==> config.mk <==
export PLATFORM = sky130hd
export DESIGN_NAME = led_pattern_seq
export DESIGN_NICKNAME = d
export VERILOG_FILES = /design/src/rtl/led_seq_pkg.sv /design/src/rtl/led_prescaler.sv /design/src/rtl/led_pos_counter.sv /design/src/rtl/led_pattern_dec.sv /design/src/rtl/led_pattern_seq.sv
export SDC_FILE = /design/constraint.sdc
export NUM_CORES = 1
export LEC_CHECK = 0
export ABC_AREA = 1
export CAP_MARGIN = 20
export CORE_MARGIN = 2
export CORE_UTILIZATION = 50
export DETAILED_ROUTE_END_ITERATION = 12
export PLACE_DENSITY = 0.71
export REMOVE_ABC_BUFFERS = 1
export SLEW_MARGIN = 20
export SYNTH_ARGS = -nofsm -noshare
export SYNTH_HDL_FRONTEND = slang
export SYNTH_SLANG_ARGS = --single-unit
==> constraint.sdc <==
create_clock -name clk_i -period 1.9 [get_ports clk_i]
set_clock_uncertainty 0.15 [all_clocks]
set_input_delay 0.19 -clock clk_i [delete_from_list [all_inputs] [get_ports clk_i]]
set_output_delay 0.19 -clock clk_i [all_outputs]
set_load 0.005 [all_outputs]
==> src/rtl/led_seq_pkg.sv <==
package led_seq_pkg;
  localparam int LED_N = 8;
  localparam int POS_W = $clog2(LED_N);

  typedef logic [POS_W-1:0] pos_t;

  typedef enum logic {
    MODE_SINGLE = 1'b0,
    MODE_MIRROR = 1'b1
  } led_mode_e;
endpackage

==> src/rtl/led_prescaler.sv <==
module led_prescaler #(
  parameter int CNT_W    = 22,
  parameter int TAP_SLOW = 21,
  parameter int TAP_MID  = 20,
  parameter int TAP_FAST = 19
) (
  input  logic       clk_i,
  input  logic       rst_ni,
  input  logic [1:0] sel_i,
  output logic       step_o
);
  logic [CNT_W-1:0] cnt_q;
  logic             tap, tap_q;

  always_ff @(posedge clk_i or negedge rst_ni) begin
    if (!rst_ni) begin
      cnt_q <= '0;
      tap_q <= 1'b0;
    end else begin
      cnt_q <= cnt_q + 1'b1;
      tap_q <= tap;
    end
  end

  // code 3 falls back to the slowest tap
  always_comb begin
    case (sel_i)
      2'd1:    tap = cnt_q[TAP_MID];
      2'd2:    tap = cnt_q[TAP_FAST];
      default: tap = cnt_q[TAP_SLOW];
    endcase
  end

  assign step_o = tap & ~tap_q;

  p_step_gap_r3: assert property (@(posedge clk_i) disable iff (!rst_ni)
    step_o |=> !step_o);
endmodule

==> src/rtl/led_pos_counter.sv <==
module led_pos_counter
  import led_seq_pkg::*;
(
  input  logic clk_i,
  input  logic rst_ni,
  input  logic step_i,
  input  logic auto_i,
  output pos_t pos_o
);
  localparam pos_t POS_MAX = pos_t'(LED_N - 1);

  pos_t pos_q, pos_nxt;
  logic up_q, up_eff;

  always_comb begin
    up_eff = 1'b1;
    if (auto_i) begin
      if (pos_q == POS_MAX)   up_eff = 1'b0;
      else if (pos_q == '0)   up_eff = 1'b1;
      else                    up_eff = up_q;
    end
    pos_nxt = up_eff ? pos_q + 1'b1 : pos_q - 1'b1;
  end

  always_ff @(posedge clk_i or negedge rst_ni) begin
    if (!rst_ni) begin
      pos_q <= '0;
      up_q  <= 1'b1;
    end else begin
      if (step_i) pos_q <= pos_nxt;
      if (!auto_i)     up_q <= 1'b1;
      else if (step_i) up_q <= up_eff;
    end
  end

  assign pos_o = pos_q;

  p_hold_r4: assert property (@(posedge clk_i) disable iff (!rst_ni)
    !step_i |=> $stable(pos_o));
  p_moves_r3: assert property (@(posedge clk_i) disable iff (!rst_ni)
    step_i |=> pos_o != $past(pos_o));
  p_count_up_r6: assert property (@(posedge clk_i) disable iff (!rst_ni)
    (step_i && !auto_i) |=> pos_o == pos_t'($past(pos_o) + 1'b1));
  p_turn_top_r5: assert property (@(posedge clk_i) disable iff (!rst_ni)
    (step_i && auto_i && pos_o == POS_MAX) |=> pos_o == POS_MAX - 1'b1);
  p_turn_bot_r5: assert property (@(posedge clk_i) disable iff (!rst_ni)
    (step_i && auto_i && pos_o == '0) |=> pos_o == pos_t'(1));
endmodule

==> src/rtl/led_pattern_dec.sv <==
module led_pattern_dec
  import led_seq_pkg::*;
(
  input  logic             clk_i,
  input  logic             rst_ni,
  input  pos_t             pos_i,
  input  led_mode_e        mode_i,
  input  logic             strobe_i,
  output logic [LED_N-1:0] led_n_o
);
  logic [LED_N-1:0] single_n, mirror_n;

  for (genvar i = 0; i < LED_N; i++) begin : g_led
    // mirrored line index: LED i and LED N-1-i share a line
    localparam int LINE = (i < LED_N / 2) ? i : LED_N - 1 - i;
    assign single_n[i] = !(strobe_i && (pos_i == POS_W'(i)));
    assign mirror_n[i] = !(strobe_i && (pos_i[POS_W-1:1] == (POS_W-1)'(LINE)));
  end

  assign led_n_o = (mode_i == MODE_MIRROR) ? mirror_n : single_n;

  p_dark_r9: assert property (@(posedge clk_i) disable iff (!rst_ni)
    !strobe_i |-> &led_n_o);
  p_single_r7: assert property (@(posedge clk_i) disable iff (!rst_ni)
    (strobe_i && mode_i == MODE_SINGLE) |->
      ($countones(~led_n_o) == 1 && !led_n_o[pos_i]));
  p_pair_r8: assert property (@(posedge clk_i) disable iff (!rst_ni)
    (strobe_i && mode_i == MODE_MIRROR) |-> $countones(~led_n_o) == 2);
endmodule

==> src/rtl/led_pattern_seq.sv <==
module led_pattern_seq
  import led_seq_pkg::*;
#(
  parameter int CNT_W    = 22,
  parameter int TAP_SLOW = 21,
  parameter int TAP_MID  = 20,
  parameter int TAP_FAST = 19
) (
  input  logic             clk_i,
  input  logic             rst_ni,
  input  logic             pll_locked_i,
  input  logic [3:0]       sw_i,
  input  logic             strobe_i,
  output logic [LED_N-1:0] led_n_o
);
  logic arst_n;
  logic step;
  pos_t pos;

  // reset held until the clock source reports lock
  assign arst_n = rst_ni & pll_locked_i;

  led_prescaler #(
    .CNT_W   (CNT_W),
    .TAP_SLOW(TAP_SLOW),
    .TAP_MID (TAP_MID),
    .TAP_FAST(TAP_FAST)
  ) u_presc (
    .clk_i (clk_i),
    .rst_ni(arst_n),
    .sel_i (sw_i[3:2]),
    .step_o(step)
  );

  led_pos_counter u_pos (
    .clk_i (clk_i),
    .rst_ni(arst_n),
    .step_i(step),
    .auto_i(sw_i[1]),
    .pos_o (pos)
  );

  led_pattern_dec u_dec (
    .clk_i   (clk_i),
    .rst_ni  (arst_n),
    .pos_i   (pos),
    .mode_i  (led_mode_e'(sw_i[0])),
    .strobe_i(strobe_i),
    .led_n_o (led_n_o)
  );
endmodule

Word-level counts from Yosys, hierarchy flattened
Index checks and enable logic that the tools add are counted.
W data, S select, Z words.
{"block": "classes", "add_sub_neg": 3, "n_eq_ne": 13, "muxes": 8, "bitwise_logic": 3, "n_reduce_logical": 26}
{"operator": "$add A22 B1 Y22 const B", "n": 1}
{"operator": "$eq A3 B3 Y1 const B", "n": 4}
{"operator": "$logic_and A1 B1 Y1", "n": 12}
{"operator": "$logic_not A1 Y1", "n": 12}
{"operator": "$mux W8", "n": 1}
{"operator": "$eq A2 B2 Y1 const B", "n": 3}
{"operator": "$eq A3 B2 Y1 const B", "n": 2}
{"operator": "$mux W1", "n": 5}
{"operator": "$eq A2 B1 Y1 const B", "n": 2}
{"operator": "$add A3 B1 Y3 const B", "n": 1}
{"operator": "$eq A3 B1 Y1 const B", "n": 1}
{"operator": "$logic_not A3 Y1", "n": 1}
{"operator": "$mux W3", "n": 1}
{"operator": "$sub A3 B1 Y3 const B", "n": 1}
{"operator": "$and A1 B1 Y1", "n": 2}
{"operator": "$logic_not A2 Y1", "n": 1}
{"operator": "$ne A2 B1 Y1 const B", "n": 1}
{"operator": "$pmux W1 S2", "n": 1}
{"operator": "$not A1 Y1", "n": 1}
{"block": "totals", "ff_bits": 27, "input_bits": 8, "out_inout_bits": 8, "wordCells": 57}

Depth between registers and ports, before layout
{"block": "depth", "word_depth": 6, "mapped_depth": 9, "mapped_depth_nobuf": 9}

Modules after synthesis
From an unflattened synthesis, not the netlist that was laid out.
{"block": "unflattened", "cells_unflattened": 212, "hier_area_um2": 1641.6}
{"module": "led_prescaler", "n_inst": 1, "cells_each": 145, "area_each_um2": 1241.2, "seq_area_each_um2": 575.6}
{"module": "led_pos_counter", "n_inst": 1, "cells_each": 28, "area_each_um2": 231.5, "seq_area_each_um2": 101.3}
{"module": "led_pattern_dec", "n_inst": 1, "cells_each": 37, "area_each_um2": 161.4, "seq_area_each_um2": 0.0}
{"module": "led_pattern_seq", "n_inst": 1, "cells_each": 2, "area_each_um2": 7.5, "seq_area_each_um2": 0.0}

Worst setup path before layout
OpenSTA, ideal clock, no wires.
{"block": "synth_timing", "path_kind": "reg-to-reg", "start": "register u_pos.pos_q[1], in the netlist u_pos.pos_o[1]", "end": "register u_pos.pos_q[1], in the netlist u_pos.pos_o[1]", "arrival_time_ns": 1.127, "t_required_ns": 1.633, "setup_slack_ns": 0.505, "stages_incl_launch_ff": 9, "cell_sequence": "dfrtp_1 -> ha_1 -> ha_1 -> inv_1 -> nand2_1 -> nand2_1 -> nand2_1 -> nand3_1 -> nand2_1"}
{"block": "synth_via", "elab_chain_cells": 5, "elab_cells_between_ends": 8, "classes_between": "add/sub: 2; eq/ne: 1; mux: 4; reduce/logical: 1"}
{"element": "from (decl)", "line": "led_pos_counter.sv:12", "text": "pos_t pos_q, pos_nxt;"}
{"element": "from (signal assigned)", "line": "led_pos_counter.sv:30", "text": "if (step_i) pos_q <= pos_nxt;"}
{"element": "$logic_not A3 Y1", "line": "led_pos_counter.sv:19", "text": "else if (pos_q == '0) up_eff = 1'b1;"}
{"element": "$mux W1", "line": "led_pos_counter.sv:19"}
{"element": "$mux W1", "line": "led_pos_counter.sv:18", "text": "if (pos_q == POS_MAX) up_eff = 1'b0;"}
{"element": "$mux W1", "line": "led_pos_counter.sv:17", "text": "if (auto_i) begin"}
{"element": "$mux W3 *", "line": "led_pos_counter.sv:22", "text": "pos_nxt = up_eff ? pos_q + 1'b1 : pos_q - 1'b1;"}
Mark *: on every way between the ends. The rest lies on a longest branch, timed or not.
A chain may end at the register's enable or synchronous reset.

Final worst setup path
{"block": "layout_timing", "start": "register u_pos.pos_q[1], in the netlist u_pos.pos_o[1]", "end": "output led_n_o[7]"}
{"block": "layout_via", "elab_chain_cells": 4, "elab_cells_between_ends": 7, "classes_between": "eq/ne: 1; mux: 1; reduce/logical: 5"}
{"element": "$eq A3 B3 Y1 / $logic_not A2 Y1 (equally long branches)", "line": "led_pattern_dec.sv:16, led_pattern_dec.sv:17"}
{"element": "$logic_and A1 B1 Y1, on equally long branches", "line": "led_pattern_dec.sv:16, led_pattern_dec.sv:17"}
{"element": "$logic_not A1 Y1, on equally long branches", "line": "led_pattern_dec.sv:16, led_pattern_dec.sv:17"}
{"element": "$mux W8 *", "line": "led_pattern_dec.sv:20", "text": "assign led_n_o = (mode_i == MODE_MIRROR) ? mirror_n : single_n;"}
{"element": "to (decl)", "line": "led_pattern_seq.sv:14", "text": "output logic [LED_N-1:0] led_n_o"}
Marks and branches as above.

==> flow_summary_export.csv <==
group,metric,value,unit
routing,via_per_inst,4.71,
floorplanning,dieArea,3670,sq um
setup_path,start_kind,"flop",
setup_path,slowest_delay,0.48,ns
yosys,synth-edff-count,0,
sta,finalWorstSetupSlack,0.0431,ns
setup_path,crit_required,1.56,ns
final_layout,fillers,289,
sta,maxSlewHeadroom,0.775,
setup_path,end_kind,"output port",
grt,gr-total-overflow,0,
min_path,hold_class,"in2async",
place,post-place-ws,-0.0217,ns
setup_path,cp_slowest_cell,"dfrtp_2",
setup_path,worstPathMaxFanout,4,
grt,track_usage,0.186,
floorplanning,initial_core_util,0.525,
final_layout,nets,259,
routing,via_count,1337,
routing,wl_per_cell,11.1,um
sta,post-route-min-period,1.86,ns
grt,grt_pass1_vias,1219,
final_layout,drive_above_1_share,0.196,
place,post_dp_cell_area,1830,sq um
floorplanning,row_count,20,
yosys,synth_compound_area_frac,0.0313,
clock_tree,cts_buffers,3,
sta,fmax,539,MHz
clock_tree,root_buffer,"clkbuf_4",
place,place.port_buffers,15,
flow_run,maxCapViolations,0,
setup_path,worstSetupPathType,"reg2out",
sta,period_share,0.977,
power_and_ir_drop,p_leak,0.937,nW
routing,dr.first_iter.drc_count,52,
floorplanning,io_pins,16,
sta,finalSetupViolCount,0,
routing,m1WireLength,1550,um
sta,whs,0.128,ns
routing,firstDrtPassIters,5,
place,gp_congestion,0.858,
yosys,syn_inst,208,
run_status,status,"finished clean",
yosys,synth_cell_types,17,
yosys,ys.flop_type,"dfrtp_1",
yosys,synth-warning-count,0,
clock_tree,clock_path_buffers,2,
floorplanning,coreArea,3050,sq um
setup_path,path_cells,"buf_6 > ha_4 > ha_2 > inv_2 > o21ai_1 > nand2_1 > buf_2",
final_layout,fin_area,1960,sq um
yosys,synth_top_area_share,0.406,
clock_tree,clk_latency,0.33,ns
setup_path,cp.arrival,1.52,ns
sta,hold_viol,0,
final_layout,antenna_cells,0,
routing,top_layer,"met4",
sta,slew_viol_final,0,
yosys,synth_common_cells,"nand2_1, dfrtp_1, nor2_1",
clock_tree,cts_htree_levels,1,
final_layout,area_growth,22.3,%
yosys,yosysMostFrequentCell,"nand2_1",
yosys,async_flop_share,1.00,
grt,antenna_found_initial,0,
yosys,ys_top_cells_by_area,"dfrtp_1, nand2_1, ha_1",
clock_tree,cts.clk_slew.worst_paths,0.15,ns
yosys,yosys.area_share.adder,0.0781,
routing,drcViolationCount,0,
clock_tree,cts_tree,"yes",
yosys,syn_avg_cell_area,7.70,sq um
yosys,synth-xor-area-share,0.0930,
yosys,synthMuxAreaShare,0,
power_and_ir_drop,p_per_area,815,nW/um^2
routing,wl_met2,1480,um
clock_tree,clock_sinks,27,
sta,tightestPinTransition,0.338,ns
yosys,ys_seq_area_frac,0.423,
sta,rsz0062_at_grt,"yes",
power_and_ir_drop,ir_drop,0.000418,V
yosys,yosys.area_share.simple,0.326,
yosys,ys_ff_latch,27,
place,hpwl,2240,um
floorplanning,die_h,60.6,um
floorplanning,die_w,60.6,um
routing,routed_wl,3150,um
yosys,synth_top_family_by_area,"simple AND/OR/NAND/NOR gates",
grt,grt_pass1_wl,5170,um
yosys,synth_area,1600,sq um
yosys,synth_top_area_cell,"dfrtp_1",
routing,drtAntennaViolNets,0,
clock_tree,cts-hold-fix-buffers,0,
routing,wl_met3,90,um
grt,grt_max_degree,28,
## per-layer routing
metal	vias up	global-route usage
li1	706	-
met1	607	0.262
met2	20	0.301
met3	4	0.0320
met4	0	0.0466
met5	-	0
## worst paths after layout
kind	startpoint	end	slack (ns)	depth (start not counted)
setup / recovery	u_pos.pos_o[1]$_DFFE_PN0P_	led_n_o[7]	0.04	7
hold / removal	pll_locked_i	u_presc.cnt_q[4]$_DFF_PN0_	0.13	4
setup reg to reg	u_presc.cnt_q[0]$_DFF_PN0_	u_presc.cnt_q[16]$_DFF_PN0_	0.33	6
hold reg to reg	u_pos.up_q$_DFFE_PN1P_	u_pos.up_q$_DFFE_PN1P_	0.33	2
max in group asynchronous	rst_ni	u_pos.up_q$_DFFE_PN1P_	1.14	4
min in group clk_i	u_pos.up_q$_DFFE_PN1P_	u_pos.up_q$_DFFE_PN1P_	0.33	2
## state kept, by name, summed over array words and instances (netlist names)
name,flops
u_pos.pos_o,3
u_pos.up_q,1
u_presc.cnt_q,22
u_presc.tap_q,1
## critical path, delay by kind of cell, from the launching register on
| family | cells | cell delay [ns] |
|---|---|---|
| compound gates | 1 | 0.05 |
| buf+inv | 3 | 0.30 |
| simple gates | 1 | 0.06 |
| fa+ha+maj | 2 | 0.32 |
| flops | 1 | 0.48 |
## power breakdown
| group | switching [mW] | internal (mW) |
|---|---|---|
| clock | 0.174 | 0.0806 |
| sequential | 0.0459 | 0.618 |
| combinational | 0.334 | 0.344 |
## per-stage QoR
step                cells  setup TNS (ns)  utilization  total power [mW]
floorplan             208               0            -             0.933
global placement      270               0        0.599              1.09
detailed placement    270         -0.0423        0.599              1.10
CTS                   279          -0.190        0.626              1.45
global route          284         -0.0289        0.641              1.70
finish                284               0        0.641              1.60
## cells in the final DEF (no fill, tap or decap), drive strengths merged, types with 4 or more instances in the layout
master         netlist  layout
buf                  0      15
clkbuf               0       7
clkdlybuf4s50        0       7
dfrtp               26      26
ha                  10      10
inv                 21      21
nand2               78      78
nand3               12      12
nand3b               4       4
nor2                28      28
o21ai               10      10
xnor2                9       9
xor2                 8       8
## logic make-up after synthesis
kind of cell    after synthesis
buf+inv                      21
xor+xnor                     17
simple gates                123
flops                        27
fa+ha+maj                    10
compound gates               10
## cell type report
| cell class | count | area [sq um] | share of cell area |
|---|---|---|---|
| clock inverter | 1 | 7.51 | 0.00383 |
| inverter | 21 | 81.3 | 0.0415 |
| multi-input combinational | 160 | 892 | 0.456 |
| clock buffer | 3 | 22.5 | 0.0115 |
| tap | 44 | 55.1 | 0.0281 |
| timing repair buffer | 28 | 220 | 0.112 |
| sequential | 27 | 679 | 0.347 |
## what timing repair did
item / in CTS / in global routing
buffers inserted: 5 / 5
pin swaps: 3 / 3
endpoints found under the setup margin: 8 / 8
resized for setup: 24 / 26
No activity file was read; power rests on OpenSTA's default activity.
